## src/rtl/cam_cfg_pkg.sv

```systemverilog
package cam_cfg_pkg;

    localparam int ADDR_W  = 3;
    localparam int DATA_W  = 10;
    localparam int FRAME_W = ADDR_W + DATA_W;

    localparam int AUX_W   = 8;
    localparam int BW_W    = 4;
    localparam int GAIN_W  = 9;
    localparam int CTRL_W  = 6;
    localparam int CLAMP_W = 10;
    localparam int REGS_W  = AUX_W + 2 * BW_W + GAIN_W + CTRL_W + CLAMP_W;

    localparam logic [ADDR_W-1:0] ADDR_AUX   = 3'd0;
    localparam logic [ADDR_W-1:0] ADDR_BW    = 3'd1;
    localparam logic [ADDR_W-1:0] ADDR_GAIN  = 3'd2;
    localparam logic [ADDR_W-1:0] ADDR_CTRL  = 3'd3;
    localparam logic [ADDR_W-1:0] ADDR_CLAMP = 3'd4;

    typedef enum logic [1:0] {
        ST_IDLE,
        ST_SHIFT,
        ST_OVERRUN,
        ST_COMMIT
    } frame_state_e;

endpackage

```

## src/rtl/cfg_sync.sv

```systemverilog
module cfg_sync #(
    parameter int              WIDTH   = 3,
    parameter int              STAGES  = 2,
    parameter logic [WIDTH-1:0] RST_VAL = '0
) (
    input  logic             clk,
    input  logic             rst_n,
    input  logic [WIDTH-1:0] d_i,
    output logic [WIDTH-1:0] q_o
);

    localparam int CHAIN_W = STAGES * WIDTH;

    logic [CHAIN_W-1:0] chain_q;

    generate
        if (STAGES == 1) begin : g_single
            always_ff @(posedge clk or negedge rst_n) begin
                if (!rst_n) chain_q <= RST_VAL;
                else        chain_q <= d_i;
            end
        end else begin : g_multi
            always_ff @(posedge clk or negedge rst_n) begin
                if (!rst_n) chain_q <= {STAGES{RST_VAL}};
                else        chain_q <= {chain_q[CHAIN_W-WIDTH-1:0], d_i};
            end
        end
    endgenerate

    assign q_o = chain_q[CHAIN_W-1 -: WIDTH];

endmodule

```

## src/rtl/cfg_frame_fsm.sv

```systemverilog
module cfg_frame_fsm
    import cam_cfg_pkg::*;
#(
    parameter int BITS = FRAME_W
) (
    input  logic            clk,
    input  logic            rst_n,
    input  logic            sclk_s,
    input  logic            sdat_s,
    input  logic            en_n_s,
    output logic            commit_o,
    output logic [BITS-1:0] word_o
);

    localparam int                CNT_W    = $clog2(BITS + 1);
    localparam logic [CNT_W-1:0] CNT_FULL = CNT_W'(BITS);

    frame_state_e     state_q, state_d;
    logic [CNT_W-1:0] cnt_q;
    logic [BITS-1:0]  word_q;
    logic             sclk_prev_q;
    logic             sclk_rise;

    assign sclk_rise = sclk_s & ~sclk_prev_q;

    // state register
    always_ff @(posedge clk or negedge rst_n) begin
        if (!rst_n) state_q <= ST_IDLE;
        else        state_q <= state_d;
    end

    // next state
    always_comb begin
        state_d = state_q;
        unique case (state_q)
            ST_IDLE: begin
                if (!en_n_s) state_d = ST_SHIFT;                   // start
            end
            ST_SHIFT: begin
                if (en_n_s)
                    state_d = (cnt_q == CNT_FULL) ? ST_COMMIT      // accept
                                                  : ST_IDLE;       // drop
                else if (sclk_rise && cnt_q == CNT_FULL)
                    state_d = ST_OVERRUN;                          // overflow
            end
            ST_OVERRUN: begin
                if (en_n_s) state_d = ST_IDLE;                     // abandon
            end
            ST_COMMIT: state_d = ST_IDLE;                          // retire
            default:   state_d = ST_IDLE;
        endcase
    end

    // shift datapath
    always_ff @(posedge clk or negedge rst_n) begin
        if (!rst_n) begin
            cnt_q       <= '0;
            word_q      <= '0;
            sclk_prev_q <= 1'b0;
        end else begin
            sclk_prev_q <= sclk_s;
            if (state_q == ST_IDLE) begin
                cnt_q <= '0;
            end else if (state_q == ST_SHIFT && !en_n_s && sclk_rise
                         && cnt_q != CNT_FULL) begin
                word_q <= {word_q[BITS-2:0], sdat_s};
                cnt_q  <= cnt_q + 1'b1;
            end
        end
    end

    // outputs
    always_comb begin
        commit_o = (state_q == ST_COMMIT);
        word_o   = word_q;
    end

endmodule

```

## src/rtl/cfg_reg_bank.sv

```systemverilog
module cfg_reg_bank
    import cam_cfg_pkg::*;
(
    input  logic               clk,
    input  logic               rst_n,
    input  logic               commit_i,
    input  logic [ADDR_W-1:0]  addr_i,
    input  logic [DATA_W-1:0]  data_i,
    output logic [AUX_W-1:0]   aux_q,
    output logic [BW_W-1:0]    cds_q,
    output logic [BW_W-1:0]    agc_q,
    output logic [GAIN_W-1:0]  gain_q,
    output logic [CTRL_W-1:0]  ctrl_q,
    output logic [CLAMP_W-1:0] clamp_q,
    output logic               err_q
);

    logic rsv_hit;

    always_comb begin
        case (addr_i)
            ADDR_AUX:  rsv_hit = |data_i[DATA_W-1:AUX_W];
            ADDR_BW:   rsv_hit = |data_i[DATA_W-1:2*BW_W];
            ADDR_GAIN: rsv_hit = |data_i[DATA_W-1:GAIN_W];
            ADDR_CTRL: rsv_hit = |data_i[DATA_W-1:CTRL_W];
            default:   rsv_hit = 1'b0;
        endcase
    end

    always_ff @(posedge clk or negedge rst_n) begin
        if (!rst_n) begin
            aux_q   <= '0;
            cds_q   <= '0;
            agc_q   <= '0;
            gain_q  <= '0;
            ctrl_q  <= '0;
            clamp_q <= '0;
            err_q   <= 1'b0;
        end else if (commit_i) begin
            case (addr_i)
                ADDR_AUX:   aux_q   <= data_i[AUX_W-1:0];
                ADDR_BW: begin
                    cds_q <= data_i[BW_W-1:0];
                    agc_q <= data_i[2*BW_W-1:BW_W];
                end
                ADDR_GAIN:  gain_q  <= data_i[GAIN_W-1:0];
                ADDR_CTRL:  ctrl_q  <= data_i[CTRL_W-1:0];
                ADDR_CLAMP: clamp_q <= data_i[CLAMP_W-1:0];
                default: ;
            endcase
            err_q <= err_q | rsv_hit;
        end
    end

endmodule

```

## src/rtl/cam_cfg_serial_port.sv

```systemverilog
module cam_cfg_serial_port
    import cam_cfg_pkg::*;
#(
    parameter int SYNC_STAGES = 2,
    parameter int GAIN_LIMIT  = 319
) (
    input  logic               clk,
    input  logic               rst_n,
    input  logic               sclk_i,
    input  logic               sdat_i,
    input  logic               sen_n_i,
    input  logic               standby_i,
    output logic [AUX_W-1:0]   aux_code_o,
    output logic [BW_W-1:0]    cds_bw_o,
    output logic [BW_W-1:0]    agc_bw_o,
    output logic [GAIN_W-1:0]  gain_code_o,
    output logic [GAIN_W-1:0]  gain_eff_o,
    output logic [CTRL_W-1:0]  ctrl_o,
    output logic [CLAMP_W-1:0] clamp_code_o,
    output logic               rsv_err_o
);

    localparam logic [GAIN_W-1:0] GAIN_TOP = GAIN_W'(GAIN_LIMIT);

    logic [2:0]         sync_q;
    logic               sclk_s, sdat_s, en_n_s;
    logic               commit_stb;
    logic [FRAME_W-1:0] frame_word;
    logic [AUX_W-1:0]   aux_q;
    logic [BW_W-1:0]    cds_q, agc_q;
    logic [GAIN_W-1:0]  gain_q, gain_lim;
    logic [CTRL_W-1:0]  ctrl_q;
    logic [CLAMP_W-1:0] clamp_q;
    logic               err_q;

    cfg_sync #(
        .WIDTH   (3),
        .STAGES  (SYNC_STAGES),
        .RST_VAL (3'b100)
    ) u_sync (
        .clk   (clk),
        .rst_n (rst_n),
        .d_i   ({sen_n_i, sdat_i, sclk_i}),
        .q_o   (sync_q)
    );

    assign {en_n_s, sdat_s, sclk_s} = sync_q;

    cfg_frame_fsm #(
        .BITS (FRAME_W)
    ) u_fsm (
        .clk      (clk),
        .rst_n    (rst_n),
        .sclk_s   (sclk_s),
        .sdat_s   (sdat_s),
        .en_n_s   (en_n_s),
        .commit_o (commit_stb),
        .word_o   (frame_word)
    );

    cfg_reg_bank u_regs (
        .clk      (clk),
        .rst_n    (rst_n),
        .commit_i (commit_stb),
        .addr_i   (frame_word[FRAME_W-1:DATA_W]),
        .data_i   (frame_word[DATA_W-1:0]),
        .aux_q    (aux_q),
        .cds_q    (cds_q),
        .agc_q    (agc_q),
        .gain_q   (gain_q),
        .ctrl_q   (ctrl_q),
        .clamp_q  (clamp_q),
        .err_q    (err_q)
    );

    assign gain_lim = (gain_q > GAIN_TOP) ? GAIN_TOP : gain_q;

    always_comb begin
        if (standby_i) begin
            aux_code_o   = '0;
            cds_bw_o     = '0;
            agc_bw_o     = '0;
            gain_code_o  = '0;
            gain_eff_o   = '0;
            ctrl_o       = '0;
            clamp_code_o = '0;
        end else begin
            aux_code_o   = aux_q;
            cds_bw_o     = cds_q;
            agc_bw_o     = agc_q;
            gain_code_o  = gain_q;
            gain_eff_o   = gain_lim;
            ctrl_o       = ctrl_q;
            clamp_code_o = clamp_q;
        end
        rsv_err_o = err_q;
    end

endmodule

```

## config.mk

```make
export PLATFORM = sky130hd
export DESIGN_NAME = cam_cfg_serial_port
export DESIGN_NICKNAME = d
export VERILOG_FILES = /design/src/rtl/cam_cfg_pkg.sv /design/src/rtl/cfg_sync.sv /design/src/rtl/cfg_frame_fsm.sv /design/src/rtl/cfg_reg_bank.sv /design/src/rtl/cam_cfg_serial_port.sv
export SDC_FILE = /design/constraint.sdc
export NUM_CORES = 1
export LEC_CHECK = 0
export ABC_CLOCK_PERIOD_IN_PS = 5950
export BUFFER_PORTS_ARGS = -buffer_cell sky130_fd_sc_hd__buf_2
export CORE_ASPECT_RATIO = 0.5
export CORE_MARGIN = 2
export CORE_UTILIZATION = 35
export DETAILED_ROUTE_END_ITERATION = 10
export PLACE_DENSITY_LB_ADDON = 0.1
export SKIP_LAST_GASP = 1
export SLEW_MARGIN = 40
export SYNTH_ARGS = -nofsm -noshare
export SYNTH_HDL_FRONTEND = slang
export SYNTH_SLANG_ARGS = --single-unit
```

## constraint.sdc

```tcl
create_clock -name clk -period 5.95 [get_ports clk]
set_input_delay 1.19 -clock clk [delete_from_list [all_inputs] [get_ports clk]]
set_output_delay 1.19 -clock clk [all_outputs]
set_load 0.03 [all_outputs]
```

==> results.yml <==
run_status:
  status: "completed"
routing:
  routed_wl_um: 5870
  via_per_inst: 4.66
  dr.pass1.iters: 4
  vias: 1877
  final_antenna_net_count: 0
  drt_iter0_markers: 66
  wire_per_inst_um: 14.6
  drc: 0
yosys:
  netlist_area_um2: 3020
  synthFlopType: "dfrtp_1"
  postSynthCellCount: 231
  avgSynthCellArea_um2: 13.1
  synth_edf_count: 0
  synth_nets: 239
  synthArstFlopShare_pct: 100
  synth_sequential_area_ratio_pct: 56.4
  synth_cell_types: 35
  ys_warn_count: 0
  synth_seq_cells: 68
setup_path:
  worstPathBufferInverterCount: 2
  critPathTopFamily: "buffers and inverters"
  worst-setup-path-type: "in2out"
  r2r-start: "u_fsm.cnt_q[0]$_DFFE_PN0P_"
  cp.required_ns: 4.76
  critical-path-max-stage-delay_ns: 0.37
  cp_data_arrival_time_ns: 2.24
  crit_path_end_kind: "primary output"
  start_kind: "primary input"
  rrSetupSlack_ns: 3.77
  r2r_end: "u_fsm.word_o[12]$_DFFE_PN0P_"
  path_cells: "buf_4 -> nor2b_1 -> o21ai_0 -> nand2b_1 -> buf_2"
  cpMaxStageDelayCell: "buf_4"
  cp.depth: 5
  r2r_cells: 4
  crit_fanout: 44
cells_and_area:
  layout_common_cells: "66 x dfrtp_1, 55 x buf_2, 46 x mux2_2, 43 x nor2b_1"
  antennaDiodeCount: 0
  nets: 294
  final_common_cell: "dfrtp_1"
  drive_gt1_share_pct: 45.7
  areaGrowthSynthToFinish_pct: 22.4
  post-route-cell-area_um2: 3700
  num-fill-cells: 771
  seq_area_um2: 1700
  multi_input_area_um2: 1250
clock_tree:
  h-tree-depth: 3
  cts_buffers: 9
  cts_tree: "built"
  post_cts_buffers: 0
  cts_hold_repair.buffers: 0
  cts_root_buf: "clkbuf_16"
  cts.path.max_buffers: 2
  clkSlewWorstSetupHoldPaths_ns: 0.05
  clkSinkCount: 68
  clk-insertion-delay-late_ns: 0.33
  cts_resized: 0
global_route:
  grt_pass1_vias: 1910
  grt_pass1_wl_um: 9670
  grt.total_usage_pct: 13.6
  grt_max_degree: 69
  grt-ovfl-total: 0
  antenna_found_initial: 0
timing:
  grt_setup_unrepaired: "false"
  slew_violations: 0
  tns_ns: 0
  fin_crit_ns: 3.43
  max-slew-margin-rel_pct: 44.8
  post-route-period-util_pct: 57.7
  hold_viol: 0
  setup_violations: 0
  clock_skew_ns: 0.00510
  clock.fmax_mhz: 291
  worst_slew_pin_slew_ns: 0.828
pwr:
  power_density_nw_per_um2: 289
  p_leak_nw: 1.95
  max-vdd-ir-drop_uv: 166
placement:
  place_area_um2: 3400
  hpwl_um: 3980
  place_congestion: 0.761
  numPortBuffers: 56
worst_hold_path:
  min_from: "u_sync.chain_q[1]$_DFF_PN0_"
  worstHoldEndpoint: "u_sync.chain_q[4]$_DFF_PN0_"
  hold-path-cell-count: 0
  min_path_type: "reg2reg"
die:
  initial_core_util_pct: 36.9
  die_w_um: 135
  row_count: 23
  io_pins: 57
  fp.dieH_um: 69.7
  fp.dieArea_um2: 9450
  core_um2: 8200
job:
  max_cap_violations: 0
==> through the flow <==
| stage | worst slack, ns | total power [W] | cells | utilization [%] | hold slack, ns |
|---|---|---|---|---|---|
| after floorplan | 2.41 | 0.000526 | 231 | - | 0.331 |
| after global placement | 2.32 | 0.000553 | 387 | 41.3 | 0.332 |
| after detailed placement | 2.23 | 0.000555 | 387 | 41.4 | 0.336 |
| after CTS | 2.23 | 0.00109 | 403 | 45.1 | 0.348 |
| after global routing | 2.36 | 0.00112 | 403 | 45.1 | 0.353 |
| final | 2.52 | 0.00107 | 403 | 45.1 | 0.348 |
==> logic make-up (layout without fill, tap and decap cells) <==
family,Yosys count,after routing,share of synthesized area (%)
AND/OR/NAND/NOR,80,80,16.0
flip-flops,68,68,56.4
multiplexers,54,54,21.1
buffers and inverters,16,76,2.81
AO/OA/AOI/OAI,11,11,2.94
adder cells (fa/ha/maj),2,2,0.827
==> cell type report <==
class | instances | share of cell area (%)
clock inverters | 6 | 1.72
multi-input cells | 147 | 33.8
flip-flops and latches | 68 | 46.0
well taps | 112 | 3.79
inverters | 3 | 0.304
repair buffers | 57 | 7.94
clock buffers | 10 | 6.45
==> how the worst max path moves through the flow <==
stage	start	endpoint	slack [ns]
2_1_floorplan	standby_i	gain_eff_o[6]	2.41
3_3_place_gp	standby_i	gain_eff_o[2]	2.32
3_5_place_dp	standby_i	gain_eff_o[0]	2.23
4_1_cts	standby_i	gain_eff_o[0]	2.23
5_1_grt	standby_i	gain_eff_o[1]	2.36
6_report	standby_i	gain_eff_o[0]	2.52
==> report_power, final <==
group | total [W] | switching, W | internal (W)
sequential | 0.000511 | 0.0000316 | 0.000479
clock | 0.000526 | 0.000192 | 0.000334
combinational | 0.0000345 | 0.0000187 | 0.0000158
==> cells in the mapped netlist, drive strengths merged (2+ instances only) <==
library cell  instances  share of area (%)
ha                    2               0.83
nor2b                43                8.9
inv                   3               0.37
nor3b                 3               0.74
nand3                 3               0.50
o221ai                2               0.58
dfrtp                66                 55
nand2b                9                1.9
dfstp                 2                1.7
o32ai                 2               0.58
or4                   2               0.54
mux2                 54                 21
nand2                 6               0.74
clkbuf                9                1.1
or3                   2               0.41
nor2                  6               0.74
buf                   4                1.3
==> state kept, by name (all words and copies together), names as in the netlist, 2 cells and up <==
signal	cells
u_regs.agc_q	4
u_fsm.cnt_q	4
u_regs.gain_q	9
u_regs.ctrl_q	6
u_sync.chain_q	6
u_fsm.word_o	13
u_regs.clamp_q	10
u_regs.aux_q	8
u_regs.cds_q	4
u_fsm.state_q	2
==> metal layers <==
| metal | GRT usage, % | up-vias | routed length, um |
|---|---|---|---|
| met4 | 4.75 | 0 | 29 |
| li1 | - | 908 | - |
| met3 | 6.14 | 4 | 343 |
| met5 | 0 | - | 0 |
| met2 | 20.1 | 45 | 2600 |
| met1 | 17.8 | 920 | 2900 |
No activity file was read; power rests on OpenSTA's default activity.
